$ cat config.mk
export PLATFORM = sky130hd
export DESIGN_NAME = lpm_ctrl
export DESIGN_NICKNAME = d
export VERILOG_FILES = /design/src/rtl/lpm_pkg.sv /design/src/rtl/lpm_cfg.sv /design/src/rtl/lpm_settle.sv /design/src/rtl/lpm_fsm.sv /design/src/rtl/lpm_decode.sv /design/src/rtl/lpm_ctrl.sv
export SDC_FILE = /design/constraint.sdc
export NUM_CORES = 1
export LEC_CHECK = 0
export BUFFER_PORTS_ARGS = -buffer_cell sky130_fd_sc_hd__clkbuf_2
export CORE_MARGIN = 4
export CORE_UTILIZATION = 40
export DETAILED_ROUTE_END_ITERATION = 10
export PLACE_DENSITY = 0.62
export SLEW_MARGIN = 20
export SYNTH_ARGS = -nofsm -noshare
export SYNTH_HDL_FRONTEND = slang
export SYNTH_SLANG_ARGS = --single-unit
$ cat constraint.sdc
create_clock -name clk_i -period 3.3 [get_ports clk_i]
set_clock_uncertainty 0.2 [all_clocks]
set_input_delay 0.66 -clock clk_i [delete_from_list [all_inputs] [get_ports clk_i]]
set_output_delay 0.66 -clock clk_i [all_outputs]
set_load 0.005 [all_outputs]
$ cat src/rtl/lpm_pkg.sv
package lpm_pkg;
  typedef enum logic [2:0] {
    ST_RUN, ST_SLEEP, ST_SSTBY, ST_SETTLE, ST_HSTBY, ST_HREC
  } lpm_state_e;

  typedef enum logic [1:0] {
    MODE_RUN   = 2'b00,
    MODE_SLEEP = 2'b01,
    MODE_SSTBY = 2'b10,
    MODE_HSTBY = 2'b11
  } lpm_mode_e;
endpackage

$ cat src/rtl/lpm_cfg.sv
module lpm_cfg #(
  parameter int CNT_W = 8
) (
  input  logic             clk_i,
  input  logic             rst_ni,
  input  logic             we_i,
  input  logic             ssby_i,
  input  logic [CNT_W-1:0] settle_i,
  output logic             ssby_o,
  output logic [CNT_W-1:0] settle_o
);
  always_ff @(posedge clk_i or negedge rst_ni) begin
    if (!rst_ni) begin
      ssby_o   <= 1'b0;
      settle_o <= '0;
    end else if (we_i) begin
      ssby_o   <= ssby_i;
      settle_o <= settle_i;
    end
  end
endmodule

$ cat src/rtl/lpm_settle.sv
module lpm_settle #(
  parameter int CNT_W = 8
) (
  input  logic             clk_i,
  input  logic             rst_ni,
  input  logic             load_i,
  input  logic [CNT_W-1:0] settle_i,
  output logic             done_o
);
  logic [CNT_W-1:0] cnt_q;

  always_ff @(posedge clk_i or negedge rst_ni) begin
    if (!rst_ni)            cnt_q <= '0;
    else if (load_i)        cnt_q <= settle_i;
    else if (cnt_q != '0)   cnt_q <= cnt_q - 1'b1;
  end

  assign done_o = (cnt_q == '0);
endmodule

$ cat src/rtl/lpm_fsm.sv
module lpm_fsm
  import lpm_pkg::*;
(
  input  logic       clk_i,
  input  logic       rst_ni,
  input  logic       hw_stby_ni,
  input  logic       sleep_i,
  input  logic       wake_i,
  input  logic       ssby_i,
  input  logic       done_i,
  output lpm_state_e state_o,
  output logic       load_o
);
  lpm_state_e nxt;

  always_comb begin
    nxt = state_o;
    if (!hw_stby_ni) nxt = ST_HSTBY;  // pin overrides all
    else begin
      unique case (state_o)
        ST_RUN:    if (sleep_i) nxt = ssby_i ? ST_SSTBY : ST_SLEEP;
        ST_SLEEP:  if (wake_i)  nxt = ST_RUN;
        ST_SSTBY:  if (wake_i)  nxt = ST_SETTLE;
        ST_SETTLE: if (done_i)  nxt = ST_RUN;
        ST_HSTBY:               nxt = ST_HREC;
        ST_HREC:   if (done_i)  nxt = ST_RUN;
        default:                nxt = ST_RUN;
      endcase
    end
  end

  assign load_o = (nxt == ST_SETTLE && state_o != ST_SETTLE) ||
                  (nxt == ST_HREC   && state_o != ST_HREC);

  always_ff @(posedge clk_i or negedge rst_ni) begin
    if (!rst_ni) state_o <= ST_RUN;
    else         state_o <= nxt;
  end

  assert_hstby_entry_R6: assert property (@(posedge clk_i) disable iff (!rst_ni)
    !hw_stby_ni |=> state_o == ST_HSTBY);
  assert_sleep_select_R2: assert property (@(posedge clk_i) disable iff (!rst_ni)
    (state_o == ST_RUN && hw_stby_ni && sleep_i && !ssby_i) |=> state_o == ST_SLEEP);
  assert_sstby_select_R3: assert property (@(posedge clk_i) disable iff (!rst_ni)
    (state_o == ST_RUN && hw_stby_ni && sleep_i && ssby_i) |=> state_o == ST_SSTBY);
  assert_sleep_wake_R4: assert property (@(posedge clk_i) disable iff (!rst_ni)
    (state_o == ST_SLEEP && hw_stby_ni && wake_i) |=> state_o == ST_RUN);
  assert_settle_hold_R5: assert property (@(posedge clk_i) disable iff (!rst_ni)
    (state_o == ST_SETTLE && hw_stby_ni && !done_i) |=> state_o == ST_SETTLE);
  assert_recover_hold_R8: assert property (@(posedge clk_i) disable iff (!rst_ni)
    (state_o == ST_HREC && hw_stby_ni && !done_i) |=> state_o == ST_HREC);
endmodule

$ cat src/rtl/lpm_decode.sv
module lpm_decode
  import lpm_pkg::*;
(
  input  lpm_state_e state_i,
  output logic       cpu_clk_en_o,
  output logic       per_clk_en_o,
  output logic       per_rst_o,
  output logic       cpu_rst_o,
  output logic       io_hold_o,
  output logic       io_hiz_o,
  output logic       ram_ret_o,
  output logic [1:0] mode_o
);
  always_comb begin
    cpu_clk_en_o = 1'b0;
    per_clk_en_o = 1'b0;
    per_rst_o    = 1'b1;
    cpu_rst_o    = 1'b0;
    io_hold_o    = 1'b0;
    io_hiz_o     = 1'b0;
    ram_ret_o    = 1'b1;
    mode_o       = MODE_RUN;
    unique case (state_i)
      ST_RUN: begin
        cpu_clk_en_o = 1'b1;
        per_clk_en_o = 1'b1;
        per_rst_o    = 1'b0;
        ram_ret_o    = 1'b0;
      end
      ST_SLEEP: begin
        per_clk_en_o = 1'b1;
        per_rst_o    = 1'b0;
        mode_o       = MODE_SLEEP;
      end
      ST_SSTBY, ST_SETTLE: begin
        io_hold_o = 1'b1;
        mode_o    = MODE_SSTBY;
      end
      ST_HSTBY, ST_HREC: begin
        cpu_rst_o = 1'b1;
        io_hiz_o  = 1'b1;
        mode_o    = MODE_HSTBY;
      end
      default: ;
    endcase
  end
endmodule

$ cat src/rtl/lpm_ctrl.sv
module lpm_ctrl
  import lpm_pkg::*;
#(
  parameter int CNT_W = 8
) (
  input  logic             clk_i,
  input  logic             rst_ni,
  input  logic             hw_stby_ni,
  input  logic             sleep_i,
  input  logic             wake_i,
  input  logic             cfg_we_i,
  input  logic             cfg_ssby_i,
  input  logic [CNT_W-1:0] cfg_settle_i,
  output logic             cpu_clk_en_o,
  output logic             per_clk_en_o,
  output logic             per_rst_o,
  output logic             cpu_rst_o,
  output logic             io_hold_o,
  output logic             io_hiz_o,
  output logic             ram_ret_o,
  output logic [1:0]       mode_o
);
  logic             ssby_q;
  logic [CNT_W-1:0] settle_q;
  logic             load, done;
  lpm_state_e       state;

  lpm_cfg #(.CNT_W(CNT_W)) u_cfg (
    .clk_i, .rst_ni, .we_i(cfg_we_i), .ssby_i(cfg_ssby_i),
    .settle_i(cfg_settle_i), .ssby_o(ssby_q), .settle_o(settle_q)
  );

  lpm_settle #(.CNT_W(CNT_W)) u_settle (
    .clk_i, .rst_ni, .load_i(load), .settle_i(settle_q), .done_o(done)
  );

  lpm_fsm u_fsm (
    .clk_i, .rst_ni, .hw_stby_ni, .sleep_i, .wake_i,
    .ssby_i(ssby_q), .done_i(done), .state_o(state), .load_o(load)
  );

  lpm_decode u_dec (
    .state_i(state), .cpu_clk_en_o, .per_clk_en_o, .per_rst_o, .cpu_rst_o,
    .io_hold_o, .io_hiz_o, .ram_ret_o, .mode_o
  );

  assert_hiz_excl_R6: assert property (@(posedge clk_i) disable iff (!rst_ni)
    io_hiz_o |-> (!io_hold_o && !cpu_clk_en_o && !per_clk_en_o));
  assert_pin_ignore_R7: assert property (@(posedge clk_i) disable iff (!rst_ni)
    (!hw_stby_ni && mode_o == MODE_HSTBY) |=> (mode_o == MODE_HSTBY && cpu_rst_o));
endmodule

==> qor.csv, run 1 <==
stage,metric,value,unit
outcome,outcome,completed,
global_routing,grt_usage,11.75,%
final_layout,area_delta_synth_final,16.92,%
timing,max_slew_margin,67.97,%
logic_synthesis,avgSynthCellArea,10.66,sq um
routing,vias,801,
logic_synthesis,async_flop_share,100.0,%
routing,wl,1.822,mm
clock_tree,clk_pin_slew,0.11,ns
global_routing,antenna_found_initial,0,
placement,numPortBuffers,23,
setup_path,arrival,1.40,ns
final_layout,antennaDiodeCount,0,
logic_synthesis,yosys-top-cells-area,"dfrtp_1, mux2_2, nor2_1",
setup_path,worstSetupStartpoint,u_fsm.state_o[2],
logic_synthesis,synth_area,1087,sq um
setup_path,required,2.44,ns
clock_tree,cts_root_buffer,clkbuf_4,
placement,routabilityCongestion,0.8170,
setup_path,reg2regPathDepth,4,
setup_path,startpoint_type,flip-flop,
clock_tree,cts_made_buffers,3,
die,row_count,18,
die,die_area,3616,sq um
clock_tree,cts_hold_buffers,0,
clock_tree,cts_tree,yes,
die,ios,24,
clock_tree,cts-resized-gates,0,
placement,dpl.hpwl,1.441,mm
routing,route.detailed.drc,0,
logic_synthesis,synth_edf_count,0,
final_layout,post-route-util,49.95,%
global_routing,grt_max_degree,21,
die,fp.dieH,60.14,um
die,start_util,42.72,%
logic_synthesis,synthDistinctLibCells,31,
setup_path,slowest_delay,0.49,ns
final_layout,final_cell_mix,"clkbuf_2, dfrtp_1, mux2_2",
setup_path,cp-end-kind,primary output,
logic_synthesis,yosysWarnings,0,
clock_tree,insertion_delay,0.30,ns
timing,worstMarginPinSlew,0.4805,ns
clock_tree,clk_path_buf_depth,2,
global_routing,grt_pass1_vias,743,
final_layout,fill_cells,244,
timing,rsz0062_at_grt,false,
routing,wl_per_cell,11.75,um
setup_path,cp_cell_sequence,"nor2b_1, or2_2, clkbuf_2",
flow_run,cap_viol_max_count,0,
die,core,2545,sq um
global_routing,grt_overflow_total,0,
final_layout,nets,142,
logic_synthesis,synth.top_cell.area_share,46.03,%
logic_synthesis,synth-seq-cells,20,
setup_path,r2r_end,u_settle.cnt_q[6],
min_path,hold_class,input port to asynchronous set/reset pin,
clock_tree,cts.sinks,20,
logic_synthesis,syn-num-nets,118,
timing,setup_viol,0,
pwr,leakage,0.5762,nW
clock_tree,postCtsSetupBuffers,0,
logic_synthesis,ys_seq_area_share,46.03,%
timing,timing.fmax,441.6,MHz
clock_tree,htreeDepth,1,
logic_synthesis,syn_inst,102,
setup_path,crit_type,flip-flop to primary output,
timing,fin_tns_setup,0,ns
routing,vias_per_cell,5.168,
logic_synthesis,synth_top_area_cell,dfrtp_1,
timing,period_minus_slack,2.264,ns
timing,timing.final.max_slew_violations,0,
setup_path,endpoint,mode_o[1],
routing,drt-initial-drc-count,26,
setup_path,worstPathMaxFanout,9,
routing,drtPass1Iterations,4,
die,die_w,60.14,um
timing,finalHoldViolations,0,
pwr,ir_worst_vdd,0.5101,mV
final_layout,drive_gt1_share,39.20,%
logic_synthesis,synth_flop_cell,dfrtp_1,
pwr,p_per_area,651.0,nW/um^2
timing,finalCritPeriodShare,68.61,%
setup_path,cp_slowest_cell,dfrtp_1,
setup_path,timing.rr.start,u_fsm.state_o[1],
routing,drtAntennaViolNets,0,
final_layout,final_common_cell,clkbuf_2,
global_routing,grt_pass1_wl,3.180,mm
setup_path,reg2reg_slack,1.26,ns
==> per-stage QoR <==
stage	setup WS (ns)	std cells	hold WS, ns	power (mW)	area [sq um]
3_5_place_dp	1.038	151	0.2913	0.6399	1219
2_1_floorplan	1.339	102	0.1644	0.5811	1087
5_1_grt	0.9423	155	0.1127	0.8939	1271
3_3_place_gp	1.048	151	0.2847	0.6337	1219
4_1_cts	1.016	155	0.1018	0.8410	1271
6_report	1.036	155	0.09308	0.8275	1271
==> critical path, delay by kind of cell, from the launching register on <==
kind,cells,cell delay [ns]
buffers and inverters,1,0.11
AND/OR/NAND/NOR,2,0.51
flip-flops,1,0.49
==> cell type report <==
cell class / count / area (sq um) / area share (%)
Multi-Input combinational cell: 72 / 543.0 / 42.72
Inverter: 6 / 22.52 / 1.772
Clock inverter: 1 / 30.03 / 2.362
Tap cell: 30 / 37.54 / 2.953
Timing Repair Buffer: 23 / 115.1 / 9.055
Sequential cell: 20 / 500.5 / 39.37
Clock buffer: 3 / 22.52 / 1.772
==> Yosys cell counts, types with 3 or more instances <==
cell type	instances
a21oi_1	4
dfrtp_1	20
inv_1	6
mux2_2	16
nand2_1	5
nand2b_1	3
nand3_1	3
nor2_1	9
nor2b_1	5
nor3_1	3
o21ai_0	4
==> registers in the layout, summed over array words and instances, names as in the netlist <==
register        flops
u_cfg.settle_o      8
u_settle.cnt_q      8
u_fsm.state_o       3
u_cfg.ssby_o        1
==> metal layers <==
layer,routed length (um),up-vias,GRT usage (%)
li1,-,402,-
met5,0,-,0
met2,841,26,20.06
met3,151,2,3.888
met1,813,371,14.17
met4,15,0,2.848
==> worst min path at each step <==
stage	start	endpoint
after floorplan	rst_ni	u_cfg.settle_o[0]
after global placement	u_cfg.settle_o[3]	u_settle.cnt_q[3]
after detailed placement	u_cfg.settle_o[2]	u_cfg.settle_o[2]
after CTS	rst_ni	u_cfg.settle_o[0]
after global routing	rst_ni	u_settle.cnt_q[0]
final	rst_ni	u_settle.cnt_q[0]
==> logic make-up after synthesis <==
group           Yosys count  share of synthesized area, %
compound gates           17                         10.59
xor+xnor                  3                         2.417
buf+inv                  10                         4.027
fa+ha+maj                 1                         1.151
flops                    20                         46.03
simple gates             35                         19.22
mux                      16                         16.57
==> power by group <==
part	leakage, nW	switching [mW]	internal [mW]
registers	0.236	0.0627	0.308
logic	0.312	0.115	0.144
clock network	0.0279	0.0746	0.123
total	0.576	0.252	0.575
(Power assumes the default switching activity.)
==> run 2, diff against run 1 <==
Settings changed: ABC_AREA set to 1, PLACE_DENSITY 0.62 to 0.64.
Clock period 3.3 ns to 2 ns, I/O delays scaled along.
==> run 2 against run 1 <==
Sequential share of layout area decreased by 3.6 points. Non-clock buffer count increased by 3. Count of clock-buffer cells in the layout increased by 1. Power increased by 65%. Synthesized cell count increased by 51%. Via count increased by 25%. Critical endpoint unchanged.
==> qor.csv, run 2 <==
stage,metric,value,unit,change
die,fp.dieH,62.31,um,was 60.14 um
logic_synthesis,synth_area,1180,sq um,was 1087 sq um
timing,rsz0062_at_grt,true,,was false
timing,finalHoldViolations,0,,unchanged
die,core,2781,sq um,was 2545 sq um
final_layout,reg.largest.list,"u_cfg.settle_o x8, u_settle.cnt_q x8, u_fsm.state_o x3",,unchanged
min_path,hold_end,u_cfg.settle_o[6],,
routing,drtPass1Iterations,4,,unchanged
logic_synthesis,avgSynthCellArea,7.662,sq um,was 10.66 sq um
min_path,worstHoldPathCells,3,,
timing,timing.fmax,535.5,MHz,
global_routing,grt_pass1_vias,930,,was 743
logic_synthesis,yosys-top-cells-count,"nand2_1, inv_1, dfrtp_1",,"was dfrtp_1, mux2_2, nor2_1"
logic_synthesis,synth-seq-cells,20,,unchanged
logic_synthesis,yosys-top-cells-area,"dfrtp_1, nand2_1, inv_1",,"was dfrtp_1, mux2_2, nor2_1"
outcome,outcome,completed,,unchanged
timing,worstMarginPinSlew,0.5073,ns,was 0.4805 ns
final_layout,area_delta_synth_final,18.98,%,was 16.92%
final_layout,antennaDiodeCount,0,,unchanged
placement,numPortBuffers,23,,unchanged
clock_tree,clk_path_buf_depth,2,,unchanged
placement,dpl.cell_count,206,,was 151
die,die_w,62.31,um,was 60.14 um
setup_path,cp-end-kind,primary output,,unchanged
die,ios,24,,unchanged
pwr,leakage,0.7292,nW,was 0.5762 nW
clock_tree,clk_pin_slew,0.11,ns,about the same
setup_path,required,1.40,ns,was 2.44 ns
global_routing,grt_usage,12.09,%,was 11.75%
timing,timing.final.max_slew_violations,0,,unchanged
global_routing,grt_use_met2,19.95,%,was 20.06%
routing,drtAntennaViolNets,0,,unchanged
clock_tree,cts_tree,yes,,unchanged
timing,max_slew_margin,66.18,%,was 67.97%
placement,dpl.hpwl,1.733,mm,was 1.441 mm
timing,period_minus_slack,1.868,ns,
logic_synthesis,synthDistinctLibCells,29,,was 31
logic_synthesis,yosysWarnings,0,,unchanged
final_layout,multi_input_area,584.3,sq um,was 543.0 sq um
logic_synthesis,synth_top_area_cell,dfrtp_1,,unchanged
global_routing,grt.met3_usage,1.982,%,was 3.888%
die,row_count,19,,was 18
flow_run,cap_viol_max_count,0,,unchanged
logic_synthesis,syn_inst,154,,was 102
clock_tree,cts_root_buffer,clkbuf_4,,unchanged
logic_synthesis,synth_flop_cell,dfrtp_1,,unchanged
global_routing,top_usage_layer,met2,,unchanged
routing,vias,999,,was 801
die,die_area,3883,sq um,was 3616 sq um
logic_synthesis,synth.top_cell.area_share,42.42,%,was 46.03%
global_routing,gr-usage-met1,15.34,%,was 14.17%
logic_synthesis,synth_most_common_cell,nand2_1,,was dfrtp_1
logic_synthesis,ys_seq_area_share,42.42,%,was 46.03%
setup_path,reg2reg_slack,0.14,ns,was 1.26 ns
final_layout,layout.cells.non_filler,212,,was 155
final_layout,final_common_cell,nand2_1,,was clkbuf_2
clock_tree,htreeDepth,1,,unchanged
routing,drt-initial-drc-count,52,,was 26
global_routing,grt_max_degree,21,,unchanged
setup_path,crit_type,flip-flop to primary output,,unchanged
min_path,min_from,cfg_settle_i[6],,
setup_path,timing.rr.start,u_settle.cnt_q[1],,was u_fsm.state_o[1]
final_layout,nets,198,,was 142
setup_path,reg2regPathDepth,11,,was 4
die,start_util,42.42,%,was 42.72%
final_layout,final_cell_mix,"nand2_1, inv_1, clkbuf_2",,"was clkbuf_2, dfrtp_1, mux2_2"
setup_path,worstPathMaxFanout,6,,was 9
logic_synthesis,async_flop_share,100.0,%,unchanged
clock_tree,postCtsSetupBuffers,0,,unchanged
setup_path,startpoint_type,flip-flop,,unchanged
min_path,hold_class,input port to flip-flop,,was input port to asynchronous set/reset pin
global_routing,grt_pass1_wl,3.891,mm,was 3.180 mm
setup_path,arrival,1.27,ns,was 1.40 ns
pwr,ir_worst_vdd,0.6280,mV,was 0.5101 mV
logic_synthesis,synth_edf_count,0,,unchanged
routing,wl_per_cell,10.56,um,was 11.75 um
final_layout,stdcell_area,1404,sq um,was 1271 sq um
logic_synthesis,syn-num-nets,170,,was 118
clock_tree,cts.sinks,20,,unchanged
clock_tree,cts_made_buffers,3,,unchanged
setup_path,r2r_end,u_settle.cnt_q[1],,was u_settle.cnt_q[6]
final_layout,fill_cells,292,,was 244
timing,finalCritPeriodShare,93.38,%,
final_layout,seqCellArea,501.7,sq um,was 500.5 sq um
placement,place_ws,0.06255,ns,was 1.038 ns
timing,setup_slack,0.1325,ns,was 1.036 ns
global_routing,grt_overflow_total,0,,unchanged
clock_tree,insertion_delay,0.29,ns,was 0.30 ns
timing,setup_viol,0,,unchanged
routing,vias_per_cell,4.712,,was 5.168
placement,routabilityCongestion,0.8417,,was 0.8170
global_routing,antenna_found_initial,0,,unchanged
final_layout,drive_gt1_share,31.49,%,was 39.20%
routing,wl,2.238,mm,was 1.822 mm
routing,route.detailed.drc,0,,unchanged
pwr,p_per_area,971.2,nW/um^2,was 651.0 nW/um^2
placement,dpl_cell_area,1319,sq um,was 1219 sq um
## run 2: cell types whose count changed after synthesis, moves of 5 or more
| cell | delta |
|---|---|
| o21ai_2 | +6 |
| nand2_1 | +34 |
| nand2_2 | +6 |
| nor2b_1 | -5 |
| inv_1 | +19 |
| o21ai_0 | +8 |
| mux2_2 | -16 |
## run 2: area by class of cell
type / count / share of cell area (%)
Inverter: 27 / 7.308
Tap cell: 31 / 2.763
Clock buffer: 4 / 2.585
Timing Repair Buffer: 26 / 9.982
Multi-Input combinational cell: 104 / 41.62
Sequential cell: 20 / 35.74
## run 2: logic make-up (layout without fill, tap and decap cells)
kind of cell,count (synthesis),after routing,synth area share [%]
and+or+nand+nor,74,75,30.01
adders and majority gates,1,1,1.060
DFF,20,20,42.42
xor gates and xnor gates,2,2,1.485
AOI/OAI and AO/OA,26,26,13.79
buffers and inverters,31,57,11.24
## run 2: repair_timing
item	CTS	global route
hold buffers	1	0
endpoints found under the hold margin	20	0
pin swaps	0	1
endpoints found under the setup margin	2	10
cloned	0	1
gates resized for setup	1	7
## run 2: worst max-delay path by stage
stage	startpoint	cells after the start	endpoint
after CTS	u_settle.cnt_q[1]	9	u_settle.cnt_q[2]
after floorplan	u_settle.cnt_q[0]	10	u_settle.cnt_q[6]
after global routing	u_settle.cnt_q[1]	11	u_settle.cnt_q[1]
after detailed placement	u_settle.cnt_q[1]	9	u_settle.cnt_q[3]
final	u_fsm.state_o[1]	4	mode_o[1]
after global placement	u_settle.cnt_q[1]	9	u_settle.cnt_q[0]
## run 2: power by group
| part | total [mW] | leakage (nW) | internal, mW | switching [mW] |
|---|---|---|---|---|
| clock network | 0.227 | 0.0210 | 0.111 | 0.116 |
| registers | 0.580 | 0.240 | 0.503 | 0.0772 |
| logic | 0.556 | 0.468 | 0.248 | 0.309 |
| total | 1.36 | 0.729 | 0.862 | 0.502 |
## run 2: stage by stage
step           util [%]  hold slack (ns)  TNS [ns]  power (mW)
2_1_floorplan         -         -0.09559         0       1.018
3_3_place_gp      47.41           0.1886         0       1.119
3_5_place_dp      47.41           0.1973         0       1.136
4_1_cts           49.17          0.09261         0       1.372
5_1_grt           50.47          0.09769  -0.01229       1.507
6_report          50.47           0.1035         0       1.363
## run 2: worst max-delay path, cell delays in order, from the launching register on
cell and delay [ns]:
dfrtp_1 0.48, inv_2 0.14, nand3_1 0.13, nand3_1 0.12, clkbuf_2 0.11
## run 2: routing by layer
metal / part of all wire [%] / wire length, um
met5: 0 / 0
met4: 0.89 / 20
met3: 4.6 / 103
met2: 49 / 1095
met1: 45 / 1018
